**src/rtl/alarm_filt_pkg.sv**
```systemverilog
// Shared constants, types and helpers for the alarm qualification filter.
// Assumes a threshold field of THR_W bits encoding N = field + 1.
package alarm_filt_pkg;
    localparam int unsigned THR_W   = 4;
    localparam int unsigned RUN_W   = THR_W + 1;
    localparam int unsigned RUN_MAX = 2 ** THR_W;

    typedef logic [THR_W-1:0] thr_t;
    typedef logic [RUN_W-1:0] run_t;

    // True once a run of 'run' high samples meets threshold field 'thr' (N = thr + 1).
    function automatic logic run_reached(run_t run, thr_t thr);
        return run > run_t'(thr);
    endfunction
endpackage

```
**src/rtl/alarm_run_cell.sv**
```systemverilog
// One alarm qualifier: counts consecutive falling-edge samples of raw_i high,
// saturating at RUN_MAX, and raises q_o once the run meets thr_i + 1.
// Assumes thr_i is quasi-static relative to the filter clock.
module alarm_run_cell
    import alarm_filt_pkg::*;
(
    input  logic clk_i,
    input  logic rst_ni,
    input  logic raw_i,
    input  thr_t thr_i,
    output logic q_o
);
    run_t run_q;
    run_t run_nx;

    // Next run length: restart on low, count up on high, hold at the ceiling.
    always_comb begin
        if (!raw_i) begin
            run_nx = '0;
        end else if (run_q == run_t'(RUN_MAX)) begin
            run_nx = run_q;
        end else begin
            run_nx = run_q + run_t'(1);
        end
    end

    // Register run length and qualified flag on the filter clock's falling edge.
    always_ff @(negedge clk_i) begin
        if (!rst_ni) begin
            run_q <= '0;
            q_o   <= 1'b0;
        end else begin
            run_q <= run_nx;
            q_o   <= raw_i && run_reached(run_nx, thr_i);
        end
    end

    AST_DROP_ON_LOW: assert property (@(negedge clk_i) disable iff (!rst_ni)
        !raw_i |=> !q_o);
    AST_HOLD_WHILE_HIGH: assert property (@(negedge clk_i) disable iff (!rst_ni)
        (q_o && raw_i && $stable(thr_i)) |=> q_o);
    AST_NO_EARLY_ACCEPT: assert property (@(negedge clk_i) disable iff (!rst_ni)
        ($rose(raw_i) && thr_i != '0) |=> !q_o);
    AST_RUN_CEILING: assert property (@(negedge clk_i) disable iff (!rst_ni)
        run_q <= run_t'(RUN_MAX));
endmodule

```
**src/rtl/alarm_group.sv**
```systemverilog
// A class of WIDTH alarm qualifiers that share one threshold field.
// Assumes every member of the class uses the same consecutive-sample count.
module alarm_group
    import alarm_filt_pkg::*;
#(
    parameter int unsigned WIDTH = 4
) (
    input  logic             clk_i,
    input  logic             rst_ni,
    input  thr_t             thr_i,
    input  logic [WIDTH-1:0] raw_i,
    output logic [WIDTH-1:0] ok_o
);
    // One independent qualifier per alarm bit.
    for (genvar g = 0; g < WIDTH; g++) begin : g_cell
        alarm_run_cell u_cell (
            .clk_i (clk_i),
            .rst_ni(rst_ni),
            .raw_i (raw_i[g]),
            .thr_i (thr_i),
            .q_o   (ok_o[g])
        );
    end

    AST_GROUP_RESET: assert property (@(negedge clk_i)
        !rst_ni |=> ok_o == '0);
endmodule

```
**src/rtl/alarm_qual_filter.sv**
```systemverilog
// Top of the alarm filter: splits the configuration byte into two threshold
// fields, low nibble for the lead-off class and high nibble for the range class.
// Assumes all logic runs on the falling edge of the slow filter clock.
module alarm_qual_filter
    import alarm_filt_pkg::*;
#(
    parameter int unsigned N_LOD = 4,
    parameter int unsigned N_RNG = 12
) (
    input  logic               clk_i,
    input  logic               rst_ni,
    input  logic [2*THR_W-1:0] cfg_i,
    input  logic [N_LOD-1:0]   lod_raw_i,
    input  logic [N_RNG-1:0]   rng_raw_i,
    output logic [N_LOD-1:0]   lod_ok_o,
    output logic [N_RNG-1:0]   rng_ok_o
);
    thr_t lod_thr;
    thr_t rng_thr;

    // Field split: low nibble to lead-off, high nibble to range class.
    always_comb begin
        lod_thr = cfg_i[THR_W-1:0];
        rng_thr = cfg_i[2*THR_W-1:THR_W];
    end

    alarm_group #(.WIDTH(N_LOD)) u_lod (
        .clk_i (clk_i),
        .rst_ni(rst_ni),
        .thr_i (lod_thr),
        .raw_i (lod_raw_i),
        .ok_o  (lod_ok_o)
    );

    alarm_group #(.WIDTH(N_RNG)) u_rng (
        .clk_i (clk_i),
        .rst_ni(rst_ni),
        .thr_i (rng_thr),
        .raw_i (rng_raw_i),
        .ok_o  (rng_ok_o)
    );

    AST_OK_NEEDS_RAW: assert property (@(negedge clk_i) disable iff (!rst_ni)
        (lod_ok_o & ~$past(lod_raw_i)) == '0);
endmodule

```
**config.mk**
```make
export PLATFORM = sky130hd
export DESIGN_NAME = alarm_qual_filter
export DESIGN_NICKNAME = d
export VERILOG_FILES = /design/src/rtl/alarm_filt_pkg.sv /design/src/rtl/alarm_run_cell.sv /design/src/rtl/alarm_group.sv /design/src/rtl/alarm_qual_filter.sv
export SDC_FILE = /design/constraint.sdc
export NUM_CORES = 1
export LEC_CHECK = 0
export BUFFER_PORTS_ARGS = -buffer_cell sky130_fd_sc_hd__buf_4
export CAP_MARGIN = 40
export CORE_AREA = 2 2 115 117
export CTS_CLUSTER_SIZE = 24
export DETAILED_ROUTE_END_ITERATION = 10
export DIE_AREA = 0 0 117 119
export PLACE_DENSITY = 0.67
export SYNTH_ARGS = -nofsm -noshare
export SYNTH_HDL_FRONTEND = slang
export SYNTH_SLANG_ARGS = --single-unit
```
**constraint.sdc**
```tcl
create_clock -name clk_i -period 3.6 [get_ports clk_i]
set_clock_uncertainty 0.1 [all_clocks]
set_input_delay 0.72 -clock clk_i [delete_from_list [all_inputs] [get_ports clk_i]]
set_output_delay 0.72 -clock clk_i [all_outputs]
set_load 0.02 [all_outputs]
```
After elaboration in Yosys (flattened, before gate mapping)
Index checks and enable logic that the tools add are counted.
- register bits after elaboration: 96
- bits in latches: 0
- bits in writable memories: 0
- memory bits (read-only): 0
- input port bits: 26
- output and inout bits: 16
- word-level logic and storage cells: 128
- memories kept: 0
- $add $sub $neg: 16
- multipliers: 0
- divide/modulo/power cells: 0
- magnitude comparators: 16
- eq/ne operators: 16
- shifts and indexed selects: 0
- multiplexer cells: 32
- bitwise gates (word level): 0
- reduce and logical (&&, ||, !) cells: 16
- operators with widths (kind ; count):
    2-to-1 mux 5 bit ; 32
    adder 5 x 1 -> 5 bit, second input constant ; 16
    equality test 5 bit, second input constant ; 16
    > comparator 5 x 4 -> 1 bit ; 16
    logical AND 1 bit ; 16

Depth between registers and ports, before layout
Gate-level depths: netlist of run 1.
- depth after elaboration: 5
- mapped depth: 11
- depth with buffers taken out: 11

Modules after synthesis
A second synthesis of run 1 with hierarchy kept.
- cells, all modules: 720
- area, all modules: 6486.2 um2
- by module, submodules not included (module ; times used ; cells each ; area an instance (um2) ; seq. area each (um2)):
    alarm_run_cell ; 16 ; 45 ; 405.4 ; 120.1

==> results of run 1 <==
synth_stat cells, drive strengths merged:
master  number  area (µm²)
clkbuf       1       3.750
a21o        16       120.1
and2b        5       37.54
xnor2       16       140.1
and3        14       87.58
a21boi      16       120.1
inv         55       206.5
and2        26       162.7
dfxtp       96        1922
a21oi       32       160.2
xor2        32       280.3
mux2i        6       60.06
nand2b      16       100.1
nor2b       29       181.4
nand2       48       247.7
nand3b      32       315.3
nor2        54       240.2
ha          96        1201
o21ai       16       80.08
buf         20       161.4
a41oi       16       207.7
nand3       32       160.2
state kept, by name, indices dropped and copies added, names as in the netlist:
| name | cells |
|---|---|
| u_rng.g_cell.u_cell.run_q | 60 |
| u_lod.g_cell.u_cell.run_q | 20 |
| u_rng.g_cell.u_cell.q_o | 12 |
| u_lod.g_cell.u_cell.q_o | 4 |
power by group through the flow:
stage	registers, mW	clock network (mW)	logic [mW]
final	1.11	1.50	0.325
after floorplan	1.12	0.163	0.201
after global placement	1.13	0.163	0.309
after CTS	1.11	1.57	0.329
after detailed placement	1.13	0.163	0.325
after global routing	1.11	1.68	0.367
per-stage QoR:
| step | TNS (ns) | worst slack [ns] | cell area (µm²) | cells | hold slack [ns] |
|---|---|---|---|---|---|
| floorplan | -0.4165 | -0.04308 | 6200 | 674 | 0.4074 |
| global placement | -2.404 | -0.1950 | 6858 | 901 | 0.4413 |
| detailed placement | -3.096 | -0.2494 | 6858 | 901 | 0.4413 |
| CTS | 0 | 0.08175 | 7547 | 1012 | 0.4602 |
| global route | 0 | 0.02863 | 7547 | 1012 | 0.4747 |
| finish | 0 | 0.09158 | 7547 | 1012 | 0.4546 |
path summary, 6_finish.rpt:
path / from / endpoint / slack [ns]
setup reg to reg: u_rng.g_cell[8].u_cell.run_q[0] / u_rng.g_cell[8].u_cell.q_o / 1.53
hold reg to reg: u_rng.g_cell[6].u_cell.run_q[3] / u_rng.g_cell[6].u_cell.run_q[3] / 0.45
hold / removal: u_rng.g_cell[6].u_cell.run_q[3] / u_rng.g_cell[6].u_cell.run_q[3] / 0.45
setup / recovery: u_rng.g_cell[10].u_cell.q_o / rng_ok_o[10] / 0.09
logic make-up (layout without fill, tap and decap cells):
kind of cell    count (synthesis)  after routing  share of synthesized area
buf+inv                        76            238                    0.05998
flops                          96             96                     0.3102
fa+ha+maj                      96             96                     0.1939
mux                             6              6                   0.009693
compound gates                 96             96                     0.1111
xor+xnor                       48             48                    0.06785
simple gates                  256            256                     0.2474
layout make-up:
| type | instances | share of cell area |
|---|---|---|
| Inverter | 54 | 0.02735 |
| Tap cell | 176 | 0.02918 |
| Multi-Input combinational cell | 502 | 0.5171 |
| Clock inverter | 103 | 0.06200 |
| Timing Repair Buffer | 72 | 0.07991 |
| Sequential cell | 96 | 0.2546 |
| Clock buffer | 9 | 0.02984 |
metal layers:
layer / vias up / track usage / part of all wire
met2: 82 / 0.3071 / 0.48
met1: 2300 / 0.2176 / 0.46
met3: 13 / 0.06870 / 0.043
li1: 2587 / - / -
met4: 0 / 0.09559 / 0.015
met5: - / 0 / 0
==> qor.log, run 1 <==
qor: route.detail_route.vias_per_cell 4.923
qor: sta.report.final.slew_viol_count 0
qor: cells_and_area.layout-drive-gt1-share 0.1495
qor: grt.grt_antenna_before_repair 0
qor: clock_network.cts_inserted_buffers 9
qor: min_path.hold_depth 2
qor: cells_and_area.final_common_cell inv_1
qor: clock_network.cts_root_buf clkbuf_16
qor: pwr.p_comb_frac 0.111
qor: floorplanning.chipHeight 119 µm
qor: setup_path.timing.critical_path.from_type flop
qor: setup_path.maximum_fanout_encountered_on_the_critical_timing_path 1
qor: cells_and_area.multi_input_combinational_cell_area 3902 µm²
qor: min_path.min-delay-path-class flop to flop
qor: clock_network.clock_latency 0.41 ns
qor: grt.first_global_vias 5262
qor: outcome.run_status completed
qor: floorplanning.floorplan.rows 42
qor: logic_synthesis.seq_area_frac_synth 0.3102
qor: pwr.p_switching 0.8694 mW
qor: setup_path.worst-endpoint-arrival 2.69 ns
qor: route.detail_route.first_pass.iterations 4
qor: clock_network.clkSlewWorstSetupHoldPaths 0.04 ns
qor: floorplanning.start_util 0.4812
qor: cells_and_area.antenna_cells_inserted 0
qor: grt.grt-ovfl-total 0
qor: sta.setup_violations 0
qor: cells_and_area.nNetsFinal 953
qor: grt.grtUsageTotal 0.1895
qor: logic_synthesis.synth.avg_cell_area 9.193 µm²
qor: route.postRouteWirelength 12340 µm
qor: clock_network.clock_tree_from_tritoncts done
qor: floorplanning.fp.coreArea 12870 µm²
qor: pwr.internal_power 2.066 mW
qor: pwr.irDropWorstVdd 0.2270 mV
qor: cells_and_area.area.sequential 1922 µm²
qor: setup_path.worst_path_dominant_cell_family flip-flops
qor: route.routed-via-count 4982
qor: logic_synthesis.synth_cell_type_count 29
qor: run.drv_cap 0
qor: setup_path.required 2.78 ns
qor: floorplanning.num_io_pins 42
qor: pwr.total_leakage_power 3.846 nW
qor: route.ant_nets 0
qor: setup_path.r2r.worst_path.cells 10
qor: setup_path.worst_path_max_delay_cell dfxtp_1
qor: clock_network.numClockSinks 96
qor: cells_and_area.n_fill_cell 1116
qor: logic_synthesis.yosys_register_bits 96
qor: placement.io_buffer_count 41
qor: clock_network.cts.repair.resized 0
qor: setup_path.cp-end-kind primary output
qor: logic_synthesis.netlist_instances 674
qor: setup_path.cp.depth 1
qor: sta.grt_setup_unrepaired no
qor: logic_synthesis.post_synth_instance_area 6196 µm²
qor: cells_and_area.synthToLayoutAreaGrowth 21.81%
qor: route.drt_drc_violations_left 0
qor: placement.detailedPlacementHpwl 8989 µm
qor: sta.hold_viol_final 0
qor: floorplanning.overall_die_area 13920 µm²
qor: logic_synthesis.synthesis.yosys.warnings 0
qor: route.drt_first_iter_violations 182
qor: clock_network.cts_hold_buf 0
qor: floorplanning.die_width 117 µm
qor: pwr.swShare 0.2962
qor: setup_path.worst_path_largest_cell_delay 0.34 ns
qor: clock_network.htree_num_levels 3
qor: logic_synthesis.syn_nets 796
qor: cells_and_area.final_util 0.5862
qor: setup_path.timing.critical_path.buf_inv 1
qor: grt.largest_net_degree_at_the_start_of_global_routing 22
qor: setup_path.crit_path_cell_trace buf_4
qor: pwr.clock_share_of_power 0.510
qor: pwr.share_seq_of_total_power 0.379
qor: route.wire_per_inst 12.19 µm
qor: pwr.pwr_density_cell 389.0 nW/µm²
qor: pwr.total_design_power 2.936 mW
qor: clock_network.cts-root-to-sink-buffers 2
qor: sta.slew-limit-headroom 0.7821
qor: placement.gp_routability_congestion 0.8216
qor: grt.grt_first_pass_wirelength 21490 µm
qor: setup_path.crit_type flop to primary output
qor: sta.actual_transition_at_the_worst_max_transition_pin 0.3268 ns
qor: cells_and_area.most-common-layout-cells inv_1, ha_1, dfxtp_1, buf_4
qor: clock_network.post-cts-setup-buffers 0
Power figures use the tool's default switching activity.
==> run 2: changes to the inputs <==
--- a/config.mk
+++ b/config.mk
@@ -11,6 +11,7 @@
 export CTS_CLUSTER_SIZE = 24
 export DETAILED_ROUTE_END_ITERATION = 10
 export DIE_AREA = 0 0 117 119
+export MAX_ROUTING_LAYER = met4
 export PLACE_DENSITY = 0.67
 export SYNTH_ARGS = -nofsm -noshare
 export SYNTH_HDL_FRONTEND = slang
==> qor.log, run 2 (synthesis results as in run 1) <==
qor: floorplanning.die_width 117 µm
qor: clock_network.clock_latency 0.41 ns
qor: setup_path.worst-endpoint-arrival 2.70 ns
qor: sta.hold_ws 0.4546 ns
qor: pwr.pwr_density_cell 388.8 nW/µm²
qor: setup_path.worst_path_dominant_cell_family flip-flops
qor: cells_and_area.final_util 0.5862
qor: setup_path.maximum_fanout_encountered_on_the_critical_timing_path 1
qor: clock_network.cts_hold_buf 0
qor: grt.largest_net_degree_at_the_start_of_global_routing 22
qor: clock_network.cts_root_buf clkbuf_16
qor: pwr.irDropWorstVdd 0.2270 mV
qor: sta.slew-limit-headroom 0.7828
qor: sta.setup_violations 0
qor: floorplanning.chipHeight 119 µm
qor: setup_path.crit_type flop to primary output
qor: cells_and_area.antenna_cells_inserted 0
qor: floorplanning.start_util 0.4812
qor: sta.actual_transition_at_the_worst_max_transition_pin 0.3258 ns
qor: setup_path.r2r.worst_path.cells 10
qor: placement.detailedPlacementHpwl 8989 µm
qor: floorplanning.overall_die_area 13920 µm²
qor: grt.first_global_vias 5259
qor: clock_network.htree_num_levels 3
qor: outcome.run_status completed
qor: grt.grt_first_pass_wirelength 21480 µm
qor: setup_path.worst_path_largest_cell_delay 0.34 ns
qor: placement.io_buffer_count 41
qor: setup_path.crit_path_cell_trace buf_4
qor: route.routed-via-count 4966
qor: cells_and_area.largest_register_ff_count 60
qor: grt.grt-ovfl-total 0
qor: sta.hold_viol_final 0
qor: cells_and_area.largest_register u_rng.g_cell.u_cell.run_q
qor: setup_path.cp.depth 1
qor: route.detail_route.first_pass.iterations 4
qor: pwr.total_design_power 2.934 mW
qor: grt.grtUsageTotal 0.1946
qor: min_path.hold_depth 2
qor: cells_and_area.most-common-layout-cells inv_1, ha_1, dfxtp_1, buf_4
qor: cells_and_area.synthToLayoutAreaGrowth 21.81%
qor: setup_path.timing.critical_path.from_type flop
qor: route.detail_route.vias_per_cell 4.907
qor: setup_path.rrSetupSlack 1.53 ns
qor: setup_path.timing.critical_path.buf_inv 1
qor: route.drt_drc_violations_left 0
qor: setup_path.worst_path_max_delay_cell dfxtp_1
qor: floorplanning.fp.coreArea 12870 µm²
qor: clock_network.numClockSinks 96
qor: placement.gp_routability_congestion 0.8340
qor: cells_and_area.area.sequential 1922 µm²
qor: setup_path.required 2.78 ns
qor: route.wire_per_inst 12.20 µm
qor: clock_network.cts-root-to-sink-buffers 2
qor: cells_and_area.n_fill_cell 1116
qor: cells_and_area.layout-drive-gt1-share 0.1495
qor: cells_and_area.top_regs u_rng.g_cell.u_cell.run_q (60), u_lod.g_cell.u_cell.run_q (20), u_rng.g_cell.u_cell.q_o (12)
qor: route.ant_nets 0
qor: clock_network.post-cts-setup-buffers 0
qor: min_path.min-delay-path-class flop to flop
qor: cells_and_area.multi_input_combinational_cell_area 3902 µm²
qor: pwr.total_leakage_power 3.846 nW
qor: route.postRouteWirelength 12350 µm
qor: sta.finalSetupTns 0 ns
qor: clock_network.clock_tree_from_tritoncts done
qor: clock_network.cts_inserted_buffers 9
qor: cells_and_area.nNetsFinal 953
qor: grt.grt_antenna_before_repair 0
qor: clock_network.clkSlewWorstSetupHoldPaths 0.03 ns
qor: sta.report.final.slew_viol_count 0
qor: route.drt_first_iter_violations 184
qor: cells_and_area.final_common_cell inv_1
qor: run.drv_cap 0
qor: setup_path.cp-end-kind primary output
qor: floorplanning.floorplan.rows 42
qor: clock_network.cts.repair.resized 0
qor: floorplanning.num_io_pins 42
qor: sta.grt_setup_unrepaired no
[run 2: cell counts in the layout (fill, tap and decap cells not counted)]
No cell type changed its count.
[run 2: final timing paths]
kind                                      to                       startpoint
max reg2reg       u_rng.g_cell[8].u_cell.q_o  u_rng.g_cell[8].u_cell.run_q[0]
min          u_rng.g_cell[6].u_cell.run_q[3]  u_rng.g_cell[6].u_cell.run_q[3]
min reg2reg  u_rng.g_cell[6].u_cell.run_q[3]  u_rng.g_cell[6].u_cell.run_q[3]
max                             rng_ok_o[10]      u_rng.g_cell[10].u_cell.q_o
[run 2: layout make-up]
class                      instances  share of cell area
inverter                          54             0.02735
clock buffer                       9             0.02984
clock inverter                   103             0.06200
multi-input combinational        502              0.5171
timing repair buffer              72             0.07991
tap                              176             0.02918
sequential                        96              0.2546
[run 2: worst register-to-register path, stage by stage, from the launching register on]
cell and delay [ns]:
dfxtp_1 0.33, inv_1 0.06, ha_1 0.19, nand3b_4 0.09, nor2_2 0.14, mux2i_1 0.26, nor2b_1 0.10, ha_1 0.30
a21oi_1 0.12, o21ai_0 0.09, a21o_1 0.19
[run 2: layer usage]
metal	wire, µm	global-route usage	up-vias
li1	-	-	2587
met1	5720	0.2176	2290
met2	5945	0.3071	75
met3	505	0.06667	14
met4	178	0.09706	0
met5	0	-	-
[run 2: per-stage QoR]
stage / instance area [µm²] / instances / setup slack (ns)
2_1_floorplan: 6200 / 674 / -0.04308
3_3_place_gp: 6858 / 901 / -0.1950
3_5_place_dp: 6858 / 901 / -0.2494
4_1_cts: 7547 / 1012 / 0.08175
5_1_grt: 7547 / 1012 / 0.02866
6_report: 7547 / 1012 / 0.08034
[run 2: power breakdown]
part	total [mW]	internal (mW)	leakage, nW	switching, mW
Combinational	0.325	0.159	2.38	0.166
Clock	1.50	0.814	0.685	0.682
Sequential	1.11	1.09	0.779	0.0199
Total	2.93	2.07	3.85	0.868
==> run 3: changes to the inputs <==
--- a/config.mk
+++ b/config.mk
@@ -6,13 +6,13 @@
 export NUM_CORES = 1
 export LEC_CHECK = 0
 export BUFFER_PORTS_ARGS = -buffer_cell sky130_fd_sc_hd__buf_4
-export CAP_MARGIN = 40
 export CORE_AREA = 2 2 115 117
 export CTS_CLUSTER_SIZE = 24
 export DETAILED_ROUTE_END_ITERATION = 10
 export DIE_AREA = 0 0 117 119
 export MAX_ROUTING_LAYER = met4
 export PLACE_DENSITY = 0.67
+export SETUP_SLACK_MARGIN = 0.3
 export SYNTH_ARGS = -nofsm -noshare
 export SYNTH_HDL_FRONTEND = slang
 export SYNTH_SLANG_ARGS = --single-unit
==> qor.log, run 3 (synthesis results as in run 1) <==
qor: outcome.run_status completed
qor: cells_and_area.synthToLayoutAreaGrowth 31.44%
qor: clock_network.htree_num_levels 3
qor: clock_network.clock_latency 0.42 ns
qor: sta.post-route-worst-setup-slack 0.1255 ns
qor: floorplanning.fp.coreArea 12870 µm²
qor: setup_path.maximum_fanout_encountered_on_the_critical_timing_path 1
qor: floorplanning.floorplan.rows 42
qor: route.drt_first_iter_violations 141
qor: sta.grt_setup_unrepaired yes
qor: placement.io_buffer_count 41
qor: sta.actual_transition_at_the_worst_max_transition_pin 0.3088 ns
qor: grt.grt_first_pass_wirelength 21770 µm
qor: route.detail_route.first_pass.iterations 5
qor: sta.setup_violations 0
qor: clock_network.cts_root_buf clkbuf_16
qor: run.drv_cap 0
qor: clock_network.numClockSinks 96
qor: placement.dp.cells 900
qor: clock_network.cts-root-to-sink-buffers 2
qor: clock_network.clock_tree_from_tritoncts done
qor: setup_path.worst_path_largest_cell_delay 0.34 ns
qor: grt.grt_antenna_before_repair 0
qor: setup_path.timing.critical_path.buf_inv 1
qor: pwr.clock_share_of_power 0.487
qor: grt.first_global_vias 5267
qor: setup_path.crit_path_cell_trace buf_6
qor: floorplanning.overall_die_area 13920 µm²
qor: setup_path.worst_path_max_delay_cell dfxtp_2
qor: grt.grt-ovfl-total 0
qor: grt.largest_net_degree_at_the_start_of_global_routing 21
qor: route.ant_nets 0
qor: cells_and_area.n_fill_cell 1041
qor: floorplanning.die_width 117 µm
qor: min_path.hold_depth 2
qor: pwr.pwr_density_cell 359.3 nW/µm²
qor: setup_path.required 2.78 ns
qor: cells_and_area.most-common-layout-cells inv_1, dfxtp_1, ha_1, buf_4, nor2_1
qor: floorplanning.start_util 0.4812
qor: route.postRouteWirelength 13280 µm
qor: sta.hold_viol_final 0
qor: floorplanning.num_io_pins 42
qor: pwr.swShare 0.3063
qor: route.detail_route.vias_per_cell 4.976
qor: pwr.p_switching 0.8963 mW
qor: pwr.share_seq_of_total_power 0.381
qor: clock_network.cts_hold_buf 0
qor: setup_path.worst-endpoint-arrival 2.65 ns
qor: setup_path.timing.critical_path.from_type flop
qor: pwr.total_leakage_power 3.898 nW
qor: cells_and_area.antenna_cells_inserted 0
qor: setup_path.crit_type flop to primary output
qor: cells_and_area.largest_register_ff_count 60
qor: route.drt_drc_violations_left 0
qor: grt.grtUsageTotal 0.1981
qor: clock_network.cts_inserted_buffers 9
qor: pwr.p_comb_frac 0.132
qor: sta.report.final.slew_viol_count 0
qor: cells_and_area.final_common_cell inv_1
qor: route.wire_per_inst 13.01 µm
qor: cells_and_area.largest_register u_rng.g_cell.u_cell.run_q
qor: pwr.irDropWorstVdd 0.2548 mV
qor: placement.gp_routability_congestion 0.8347
qor: clock_network.clkSlewWorstSetupHoldPaths 0.04 ns
qor: min_path.min-delay-path-class flop to flop
qor: floorplanning.chipHeight 119 µm
qor: placement.detailedPlacementHpwl 9148 µm
qor: sta.slew-limit-headroom 0.7941
qor: placement.dp_slack -0.3001 ns
qor: route.routed-via-count 5080
qor: cells_and_area.finalNonFillerCells 1021
qor: cells_and_area.nNetsFinal 962
qor: pwr.internal_power 2.030 mW
qor: cells_and_area.layout-drive-gt1-share 0.2533
qor: setup_path.r2r.worst_path.cells 10
qor: setup_path.worst_path_dominant_cell_family flip-flops
qor: cells_and_area.top_regs u_rng.g_cell.u_cell.run_q (60), u_lod.g_cell.u_cell.run_q (20), u_rng.g_cell.u_cell.q_o (12)
qor: setup_path.cp.depth 1
qor: setup_path.cp-end-kind primary output
==> run 3: cell types whose count changed in the layout (fill, tap and decap cells not counted), sizes merged <==
cell	before	now
buf	72	80
bufinv	3	2
clkbuf	9	10
clkinvlp	1	5
inv	153	150
==> run 3: cell type report <==
cell class                 count  area, µm²  share of cell area
sequential                    96       1942              0.2384
inverter                      54      214.0             0.02627
timing repair buffer          81      768.2             0.09433
multi-input combinational    502       4330              0.5317
clock inverter               103      444.2             0.05454
clock buffer                   9      225.2             0.02765
tap                          176      220.2             0.02704
==> run 3: power by group through the flow <==
stage	combinational [mW]	sequential [mW]	clock, mW
after floorplan	0.201	1.12	0.163
after global placement	0.305	1.13	0.163
after detailed placement	0.320	1.13	0.163
after CTS	0.351	1.11	1.49
after global routing	0.427	1.11	1.61
final	0.388	1.11	1.42
==> run 3: what timing repair did <==
action	CTS	global route
pin swaps	25	37
setup buffers	1	8
setup endpoints to repair	29	32
resized for setup	74	48
cloned	1	0
==> run 3: final timing paths <==
kind | start | endpoint | slack [ns]
hold / removal | u_lod.g_cell[2].u_cell.run_q[4] | u_lod.g_cell[2].u_cell.run_q[4] | 0.45
setup / recovery | u_rng.g_cell[10].u_cell.q_o | rng_ok_o[10] | 0.13
hold reg to reg | u_lod.g_cell[2].u_cell.run_q[4] | u_lod.g_cell[2].u_cell.run_q[4] | 0.45
setup reg to reg | u_rng.g_cell[7].u_cell.run_q[0] | u_rng.g_cell[7].u_cell.q_o | 1.51
==> run 3: layer usage <==
metal	track usage	vias up	wire [µm]
li1	-	2600	-
met1	0.2165	2382	6028
met2	0.3233	80	6620
met3	0.06718	18	415
met4	0.08971	0	215
met5	-	-	0
==> run 3: through the flow <==
| stage | hold slack [ns] | setup TNS, ns | util | instance area [µm²] | total power, mW |
|---|---|---|---|---|---|
| after floorplan | 0.4074 | -0.4165 | - | 6200 | 1.487 |
| after global placement | 0.4355 | -2.266 | 0.5301 | 6825 | 1.593 |
| after detailed placement | 0.4400 | -3.021 | 0.5301 | 6825 | 1.610 |
| after CTS | 0.4553 | 0 | 0.6096 | 7849 | 2.953 |
| after global routing | 0.4816 | 0 | 0.6326 | 8144 | 3.152 |
| final | 0.4513 | 0 | 0.6326 | 8144 | 2.926 |
